## src/rtl/jsr_pkg.sv

```systemverilog
package jsr_pkg;
    localparam int PC_W   = 32;
    localparam int SR_W   = 16;
    localparam int IMM_W  = 15;
    localparam int EXC_W  = 2;
    localparam int EXC_LSB = SR_W - EXC_W;

    typedef struct packed {
        logic [PC_W-1:0] pc;
        logic [SR_W-1:0] sr;
    } frame_t;
endpackage

```

## src/rtl/jsr_target.sv

```systemverilog
module jsr_target
    import jsr_pkg::*;
(
    input  logic [PC_W-1:0]  pc_i,
    input  logic             short_i,
    input  logic [IMM_W-1:0] imm_i,
    input  logic [PC_W-1:0]  ea_i,
    input  logic             ext_i,
    output logic [PC_W-1:0]  target_o,
    output logic [PC_W-1:0]  seq_o
);
    logic ext_used;

    always_comb begin
        ext_used = ext_i & ~short_i;
        seq_o    = pc_i + PC_W'(1) + PC_W'(ext_used);
        if (short_i)
            target_o = {{(PC_W-IMM_W){imm_i[IMM_W-1]}}, imm_i};
        else
            target_o = ea_i;
    end
endmodule

```

## src/rtl/jsr_stack.sv

```systemverilog
module jsr_stack
    import jsr_pkg::*;
#(
    parameter int DEPTH = 15,
    localparam int SP_W  = $clog2(DEPTH + 1),
    localparam int IDX_W = (DEPTH > 1) ? $clog2(DEPTH) : 1
) (
    input  logic            clk,
    input  logic            rst_n,
    input  logic            push_i,
    input  logic            pop_i,
    input  frame_t          frame_i,
    output frame_t          top_o,
    output logic [SP_W-1:0] depth_o,
    output logic            full_o,
    output logic            empty_o
);
    frame_t          mem_q [DEPTH];
    logic [SP_W-1:0] sp_d, sp_q;
    logic [SP_W-1:0] sp_top;

    always_comb begin
        full_o  = (sp_q == SP_W'(DEPTH));
        empty_o = (sp_q == '0);
        sp_top  = sp_q - SP_W'(1);
        sp_d    = sp_q;
        if (push_i && !full_o)
            sp_d = sp_q + SP_W'(1);
        else if (pop_i && !empty_o)
            sp_d = sp_top;
        top_o   = empty_o ? '0 : mem_q[sp_top[IDX_W-1:0]];
        depth_o = sp_q;
    end

    always_ff @(posedge clk or negedge rst_n) begin
        if (!rst_n)
            sp_q <= '0;
        else
            sp_q <= sp_d;
    end

    always_ff @(posedge clk) begin
        if (push_i && !full_o)
            mem_q[sp_q[IDX_W-1:0]] <= frame_i;
    end
endmodule

```

## src/rtl/jsr_areg.sv

```systemverilog
module jsr_areg #(
    parameter int NUM   = 8,
    parameter int W     = 32,
    localparam int SEL_W = (NUM > 1) ? $clog2(NUM) : 1
) (
    input  logic             clk,
    input  logic             rst_n,
    input  logic             we_i,
    input  logic [SEL_W-1:0] wsel_i,
    input  logic [W-1:0]     wdata_i,
    input  logic [SEL_W-1:0] rsel_i,
    output logic [W-1:0]     rdata_o
);
    logic [W-1:0] regs_q [NUM];

    for (genvar g = 0; g < NUM; g++) begin : g_reg
        logic [W-1:0] reg_d;
        always_comb begin
            reg_d = regs_q[g];
            if (we_i && (wsel_i == SEL_W'(g)))
                reg_d = wdata_i;
        end
        always_ff @(posedge clk or negedge rst_n) begin
            if (!rst_n)
                regs_q[g] <= '0;
            else
                regs_q[g] <= reg_d;
        end
    end

    assign rdata_o = regs_q[rsel_i];
endmodule

```

## src/rtl/jsr_seq.sv

```systemverilog
module jsr_seq
    import jsr_pkg::*;
#(
    parameter int              DEPTH    = 15,
    parameter int              NUM_AREG = 8,
    parameter logic [31:0]     RESET_PC = 32'h0000_0000,
    localparam int             SP_W     = $clog2(DEPTH + 1),
    localparam int             ASEL_W   = (NUM_AREG > 1) ? $clog2(NUM_AREG) : 1
) (
    input  logic              clk,
    input  logic              rst_n,
    input  logic              valid_i,
    input  logic              cond_i,
    input  logic              nonaware_i,
    input  logic              nan_i,
    input  logic              short_i,
    input  logic [14:0]       imm_i,
    input  logic [31:0]       ea_i,
    input  logic              ext_i,
    input  logic [15:0]       sr_i,
    input  logic              areg_we_i,
    input  logic [ASEL_W-1:0] areg_sel_i,
    input  logic [31:0]       areg_val_i,
    input  logic              pop_i,
    input  logic [ASEL_W-1:0] areg_rsel_i,
    output logic [31:0]       pc_o,
    output logic [SP_W-1:0]   depth_o,
    output logic [31:0]       top_pc_o,
    output logic [15:0]       top_sr_o,
    output logic [1:0]        exc_o,
    output logic              ovf_o,
    output logic [31:0]       areg_rdata_o
);
    typedef struct packed {
        logic [PC_W-1:0]  pc;
        logic [EXC_W-1:0] exc;
        logic             ovf;
    } state_t;

    state_t          st_d, st_q;
    logic [PC_W-1:0] target, seq_pc;
    logic            taken, flag_hit, push, pop_en, full, empty;
    frame_t          frame, top;

    jsr_target u_target (
        .pc_i     (st_q.pc),
        .short_i  (short_i),
        .imm_i    (imm_i),
        .ea_i     (ea_i),
        .ext_i    (ext_i),
        .target_o (target),
        .seq_o    (seq_pc)
    );

    always_comb begin
        taken    = valid_i & cond_i;
        flag_hit = taken & nonaware_i & nan_i;
        push     = taken;
        pop_en   = pop_i & ~valid_i;

        st_d = st_q;
        if (flag_hit)
            st_d.exc = {EXC_W{1'b1}};
        if (taken && full)
            st_d.ovf = 1'b1;
        if (valid_i)
            st_d.pc = taken ? target : seq_pc;

        frame.pc = seq_pc;
        frame.sr = {sr_i[SR_W-1:EXC_LSB] | st_d.exc, sr_i[EXC_LSB-1:0]};
    end

    always_ff @(posedge clk or negedge rst_n) begin
        if (!rst_n) begin
            st_q.pc  <= RESET_PC;
            st_q.exc <= '0;
            st_q.ovf <= 1'b0;
        end else begin
            st_q <= st_d;
        end
    end

    jsr_stack #(.DEPTH(DEPTH)) u_stack (
        .clk     (clk),
        .rst_n   (rst_n),
        .push_i  (push),
        .pop_i   (pop_en),
        .frame_i (frame),
        .top_o   (top),
        .depth_o (depth_o),
        .full_o  (full),
        .empty_o (empty)
    );

    jsr_areg #(.NUM(NUM_AREG), .W(PC_W)) u_areg (
        .clk     (clk),
        .rst_n   (rst_n),
        .we_i    (valid_i & areg_we_i),
        .wsel_i  (areg_sel_i),
        .wdata_i (areg_val_i),
        .rsel_i  (areg_rsel_i),
        .rdata_o (areg_rdata_o)
    );

    assign pc_o     = st_q.pc;
    assign exc_o    = st_q.exc;
    assign ovf_o    = st_q.ovf;
    assign top_pc_o = top.pc;
    assign top_sr_o = top.sr;

    logic unused_empty;
    assign unused_empty = empty;
endmodule

```

## config.mk

```make
export PLATFORM = sky130hd
export DESIGN_NAME = jsr_seq
export DESIGN_NICKNAME = d
export VERILOG_FILES = /design/src/rtl/jsr_pkg.sv /design/src/rtl/jsr_target.sv /design/src/rtl/jsr_stack.sv /design/src/rtl/jsr_areg.sv /design/src/rtl/jsr_seq.sv
export SDC_FILE = /design/constraint.sdc
export NUM_CORES = 1
export LEC_CHECK = 0
export BUFFER_PORTS_ARGS = -buffer_cell sky130_fd_sc_hd__buf_2
export CELL_PAD_IN_SITES_DETAIL_PLACEMENT = 0
export CELL_PAD_IN_SITES_GLOBAL_PLACEMENT = 1
export CORE_MARGIN = 1.5
export CORE_UTILIZATION = 57
export CTS_CLUSTER_DIAMETER = 80
export CTS_CLUSTER_SIZE = 14
export DETAILED_ROUTE_END_ITERATION = 16
export GPL_TIMING_DRIVEN = 0
export PLACE_DENSITY = 0.83
export SLEW_MARGIN = 15
export SYNTH_ARGS = -nofsm -noshare
export SYNTH_HDL_FRONTEND = slang
export SYNTH_SLANG_ARGS = --single-unit
export TNS_END_PERCENT = 1
```

## constraint.sdc

```tcl
create_clock -name clk -period 15.9 [get_ports clk]
set_input_delay 0.795 -clock clk [delete_from_list [all_inputs] [get_ports clk]]
set_output_delay 0.795 -clock clk [all_outputs]
set_load 0.02 [all_outputs]
```

-- Yosys cells after proc, flatten, opt, wreduce, memory -nomap -nowiden
Memory sizes are Yosys's and may differ from the RTL's.
Index checks and enable logic that the tools add are counted.
- output and inout bits: 119
- memory bits (writable): 720
- memories: 1
- logic and storage cells: 63
- register bits: 295
- bits of input ports: 111
- memory list (name ; words ; bits a word ; rd ports ; clocked after Yosys merged registers in ; wr ports ; line ; text):
    u_stack.mem_q ; 15 ; 48 ; 1 ; 0 ; 1 ; jsr_stack.sv:18 ; frame_t mem_q [DEPTH];
- add/sub/neg operators: 4
- reductions and logical operators: 16
- multiplexer cells: 11
- bitwise operators: 10
- magnitude comparators: 1
- equal/unequal tests: 8
- operators with widths (operator ; count):
    32-bit 2-to-1 mux ; 4
    32-bit binary-select mux with 3-bit select ; 1
    48-bit 2-to-1 mux ; 1
    32-bit by 1-bit adder with 32-bit output ; 1
    32-bit by 1-bit adder with 32-bit output (second input constant) ; 1
    3-bit == test (second input constant) ; 4
    1-bit logical AND ; 11
    4-bit 2-to-1 mux ; 2
    1-bit bitwise AND ; 6
    3-bit by 2-bit == test with 1-bit output (second input constant) ; 2
    4-bit by 1-bit adder with 4-bit output (second input constant) ; 1
    4-bit == test (second input constant) ; 1
    4-bit greater-or-equal comparator (second input constant) ; 1
    4-bit logical NOT ; 1
    3-bit NOT with 4-bit output ; 1
    4-bit by 1-bit subtractor with 4-bit output (second input constant) ; 1
    3-bit by 1-bit == test with 1-bit output (second input constant) ; 1
    3-bit logical NOT ; 1
    1-bit logical NOT ; 2
    1-bit 2-to-1 mux ; 2
    2-bit 2-to-1 mux ; 1
    1-bit NOT ; 2
    2-bit bitwise OR ; 1
    2-bit nonzero test ; 1

-- Depth between registers and ports, before layout
- depth after elaboration: 5
- mapped depth: 13
- gate-level depth less buffers: 10

-- Hierarchy
From an unflattened synthesis, not the netlist that was laid out.
- cell total of the unflattened synthesis: 2267
- area, all modules: 42354.4 sq um
- modules (own cells, without submodules) (module ; sequential area each (sq um) ; cells each ; area an instance (sq um) ; instances):
    jsr_stack ; 21720.8 ; 1306 ; 28046.9 ; 1
    jsr_areg ; 6406.1 ; 665 ; 11639.9 ; 1
    jsr_seq ; 875.8 ; 151 ; 1661.6 ; 1
    jsr_target ; 0.0 ; 145 ; 1006.0 ; 1

-- Least setup slack after synthesis
Ideal clock, no wire load.
- kind: register -> register
- from: register u_stack.sp_q[0], in the netlist u_stack.depth_o[0]
- to: memory u_stack.mem_q[2][0] (netlist name), enable pin
- period minus slack after synthesis: 7.026 ns
- data required time: 15.310 ns
- arrival time: 6.436 ns
- path slack: 8.874 ns
- library setup time: 0.590 ns
- buffers on the path: 3
- stages on the path, launching flop included: 7
- cells stage by stage: dfrtp_1 -> buf_2 -> buf_2 -> buf_1 -> inv_1 -> ha_1 -> nor4b_1
- cells in the longest elaborated chain, start to end: 5
- ends and longest elaborated chain (item ; line ; text):
    from (decl) ; jsr_stack.sv:19 ; logic [SP_W-1:0] sp_d, sp_q;
    from (signal assigned) ; jsr_stack.sv:39 ; sp_q <= sp_d;
    4-bit == test ; jsr_stack.sv:23 ; full_o = (sp_q == SP_W'(DEPTH));
    1-bit logical NOT ; jsr_stack.sv:43 ; if (push_i && !full_o)
    1-bit logical AND ; jsr_stack.sv:43 ;
    1-bit 2-to-1 mux ; jsr_stack.sv:43 ;
    1-bit 2-to-1 mux (not written as such) ; jsr_stack.sv:44 ; mem_q[sp_q[IDX_W-1:0]] <= frame_i;
    to (decl) ; jsr_stack.sv:18 ;
Parallel ways exist; a longest one is shown, timed or not.

-- Final worst setup path
- from: register u_stack.sp_q[0], in the netlist u_stack.depth_o[0]
- to: output top_pc_o[9]
- cells in the longest elaborated chain, start to end: 3
- elaborated cells between the ends (all ways): 4
- those cells by class: add/sub (1); mux (1); reduce/logical (1); memory (1)
- ends and longest elaborated chain (item ; line ; text):
    4-bit by 1-bit subtractor with 4-bit output ; jsr_stack.sv:25 ; sp_top = sp_q - SP_W'(1);
    memory 15 x 48 bit ; -- ;
    48-bit 2-to-1 mux * ; jsr_stack.sv:31 ; top_o = empty_o ? '0 : mem_q[sp_top[IDX_W-1:0]];
    to (decl) ; jsr_seq.sv:28 ; output logic [31:0] top_pc_o,
Every way passes the cells marked *; elsewhere a longest branch is shown, timed or not.

==> qor.yml <==
synthesis:
  yosysWarnings: 0
  syn-cell-area_um2: 41900
  synth_area_leaders: "edfxtp_1 52%, dfrtp_1 18%, mux4_2 11%, mux2_2 7.9%, a211oi_1 2.6%"
  synth_cells: 2282
  post-synth-top-area-cell: "edfxtp_1"
  syn_area_per_cell_um2: 18.4
  synth_top_cell_area_share_pct: 51.6
  syn_nets: 2400
  ys_seq_area_share_pct: 69.2
  synth_cell_types: 60
  synth_edf_count: 720
  synth_most_common_cell: "edfxtp_1"
  ys_async_sr_fraction_pct: 29.1
  ys_ff_latch: 1015
  synth.top_cells.by_count: "720 x edfxtp_1, 295 x dfrtp_1, 294 x mux2_2, 208 x mux4_2, 144 x a211oi_1"
  synth_ff_type: "edfxtp_1"
worst_setup_path:
  r2r_cells: 9
  crit_fanout: 10
  crit_path_end_kind: "output pin"
  cp.arrival_ns: 6.37
  ff2ff_setup_slack_ns: 10.99
  reg2reg_from: "u_stack.depth_o[0]"
  startpoint_type: "register"
  worstSetupPathType: "register to output pin"
  timing.critical_path.from: "u_stack.depth_o[0]"
  worstPathRequired_ns: 15.11
  r2r_end: "u_stack.mem_q[0][12]"
routing:
  drt-wirelength-per-cell_um: 27.6
  antenna_left: 0
  routed_wl_um: 100000
  vias: 23100
  via_per_inst: 6.36
  drt_iter0_drc: 2161
  drc: 0
  firstDrtPassIters: 5
global_routing:
  grt_max_degree: 108
  grt-ovfl-total: 0
  grt_pass1_vias: 24300
  grt_pass1_wl_um: 151000
  grt_util_all_layers_pct: 27.1
  antenna_found_initial: 6
floorplanning:
  die_width_um: 274
  die_h_um: 274
  initial_utilization_pct: 57.6
  core.rowCount: 99
  die_area_um2: 75200
  core_um2: 72800
  io_pins: 230
sta:
  tns_ns: 0
  hold_viol: 0
  setup_viol: 0
  fmax_mhz: 140
  skew_ns: 0.0356
  worstMarginPinSlew_ns: 1.26
  min_period_over_period_pct: 45.1
  relSlewSlack_pct: 15.7
  maxSlewViolCount: 0
  rsz0062_at_grt: "no"
  whs_ns: 0.155
  fin_crit_ns: 7.17
clocking:
  postCtsSetupBuffers: 0
  cts_resized: 0
  clock_latency_ns: 0.65
  cts_tree: "built"
  cts.sinks: 1015
  cts_made_buffers: 83
  clk_pin_slew_ns: 0.07
  cts_hold_buf: 0
  cts_root_buf: "clkbuf_16"
  htreeDepth: 3
  cts_buffer_depth: 3
placement:
  dp.cells: 3507
  port-buffer-count: 224
  place.gp.congestion: 0.903
  dpl_cell_area_um2: 44800
  post-dp-hpwl_um: 67300
power_and_ir_drop:
  powerDensity_nw_per_um2: 178
  ir_drop_v: 0.000174
  leakage_uw: 0.0170
run:
  cap_violations: 0
final_layout:
  nNetsFinal: 2751
  post-route-util_pct: 65.0
  finalNonFillerCells: 3636
  drive_gt1_share_pct: 35.4
  finalInstanceArea_um2: 47300
  syn2layout_area_growth_pct: 12.9
worst_hold_path:
  hold_path.class: "input port to asynchronous set/reset pin"
run_status:
  outcome: "finished, final reports clean"
## cells by family after synthesis
group / after synthesis / share of synthesized area, %
AOI/OAI and AO/OA: 255 / 4.30
xor gates and xnor gates: 33 / 0.707
adders and majority gates: 7 / 0.209
buffers and inverters: 166 / 1.58
DFF: 1015 / 69.2
muxes: 607 / 21.6
and+or+nand+nor: 199 / 2.44
## final cells by class
type	count	area [µm²]
diodes	4	10.0
plain buffers	148	593
clock buffers	118	2270
clock inverters	7	82.6
fillers	4985	25500
inverters	18	67.6
multi-input cells	1101	12500
flip-flops and latches	1015	29000
well taps	959	1200
repair buffers	266	1620
## routing by layer
layer  track usage, %  vias to the layer above  wire [µm]  part of all wire, %
met4             9.59                        4       3110                  3.1
met5                0                        -         14                0.014
met3             4.81                      194       7100                  7.1
met1             35.5                    12200      38900                   39
li1                 -                     9836          -                    -
met2             46.1                      907      51400                   51
## report_power, final
group	internal [µW]	switching, µW
logic	1270	2010
registers	3140	125
clock network	991	905
total	5400	3040
## critical path, cell delays in order, from the launching register on
cell and delay, ns:
dfrtp_1 0.42, buf_2 0.27, buf_2 0.43, buf_1 0.60
inv_1 0.24, ha_1 0.35, clkbuf_1 0.40, clkbuf_1 0.80
clkbuf_1 0.78, mux4_2 0.37, mux2i_1 0.09, a211oi_1 0.65
buf_2 0.29
## worst max-delay path by stage
stage | endpoint | slack (ns) | depth (start not counted)
2_1_floorplan | u_stack.mem_q[2][0] | 8.87 | 6
3_3_place_gp | u_stack.mem_q[2][18] | 3.65 | 6
3_5_place_dp | top_pc_o[9] | 9.54 | 12
4_1_cts | top_pc_o[7] | 8.78 | 12
5_1_grt | top_pc_o[9] | 8.63 | 12
6_report | top_pc_o[9] | 8.73 | 12
## through the flow
stage                     power [µW]  setup slack, ns
final                           8440             8.73
after global routing            8790             8.63
after CTS                       8490             8.78
after detailed placement        6600             9.54
after global placement          6490             3.65
after floorplan                 5430             8.87
## cells in the final DEF, fill, tap and decap left out, types with 12 or more instances in the layout
cell type and count:
dfrtp_1 295, nor3_1 17, xnor2_2 19, a211oi_1 144
buf_2 264, mux4_2 208, mux2i_1 104, nand2_1 38
a21oi_1 32, inv_1 16, nand3_1 12, clkbuf_1 135
clkbuf_16 86, edfxtp_1 720, mux2_2 294, o21ai_0 29
nor2_1 68, buf_1 20
## registers in the layout, summed over array words and instances (netlist names)
name and flops:
u_stack.depth_o 4, pc_o 32, exc_o 2, u_stack.mem_q 720
u_areg.regs_q 256, ovf_o 1
Power figures use the tool's default switching activity.
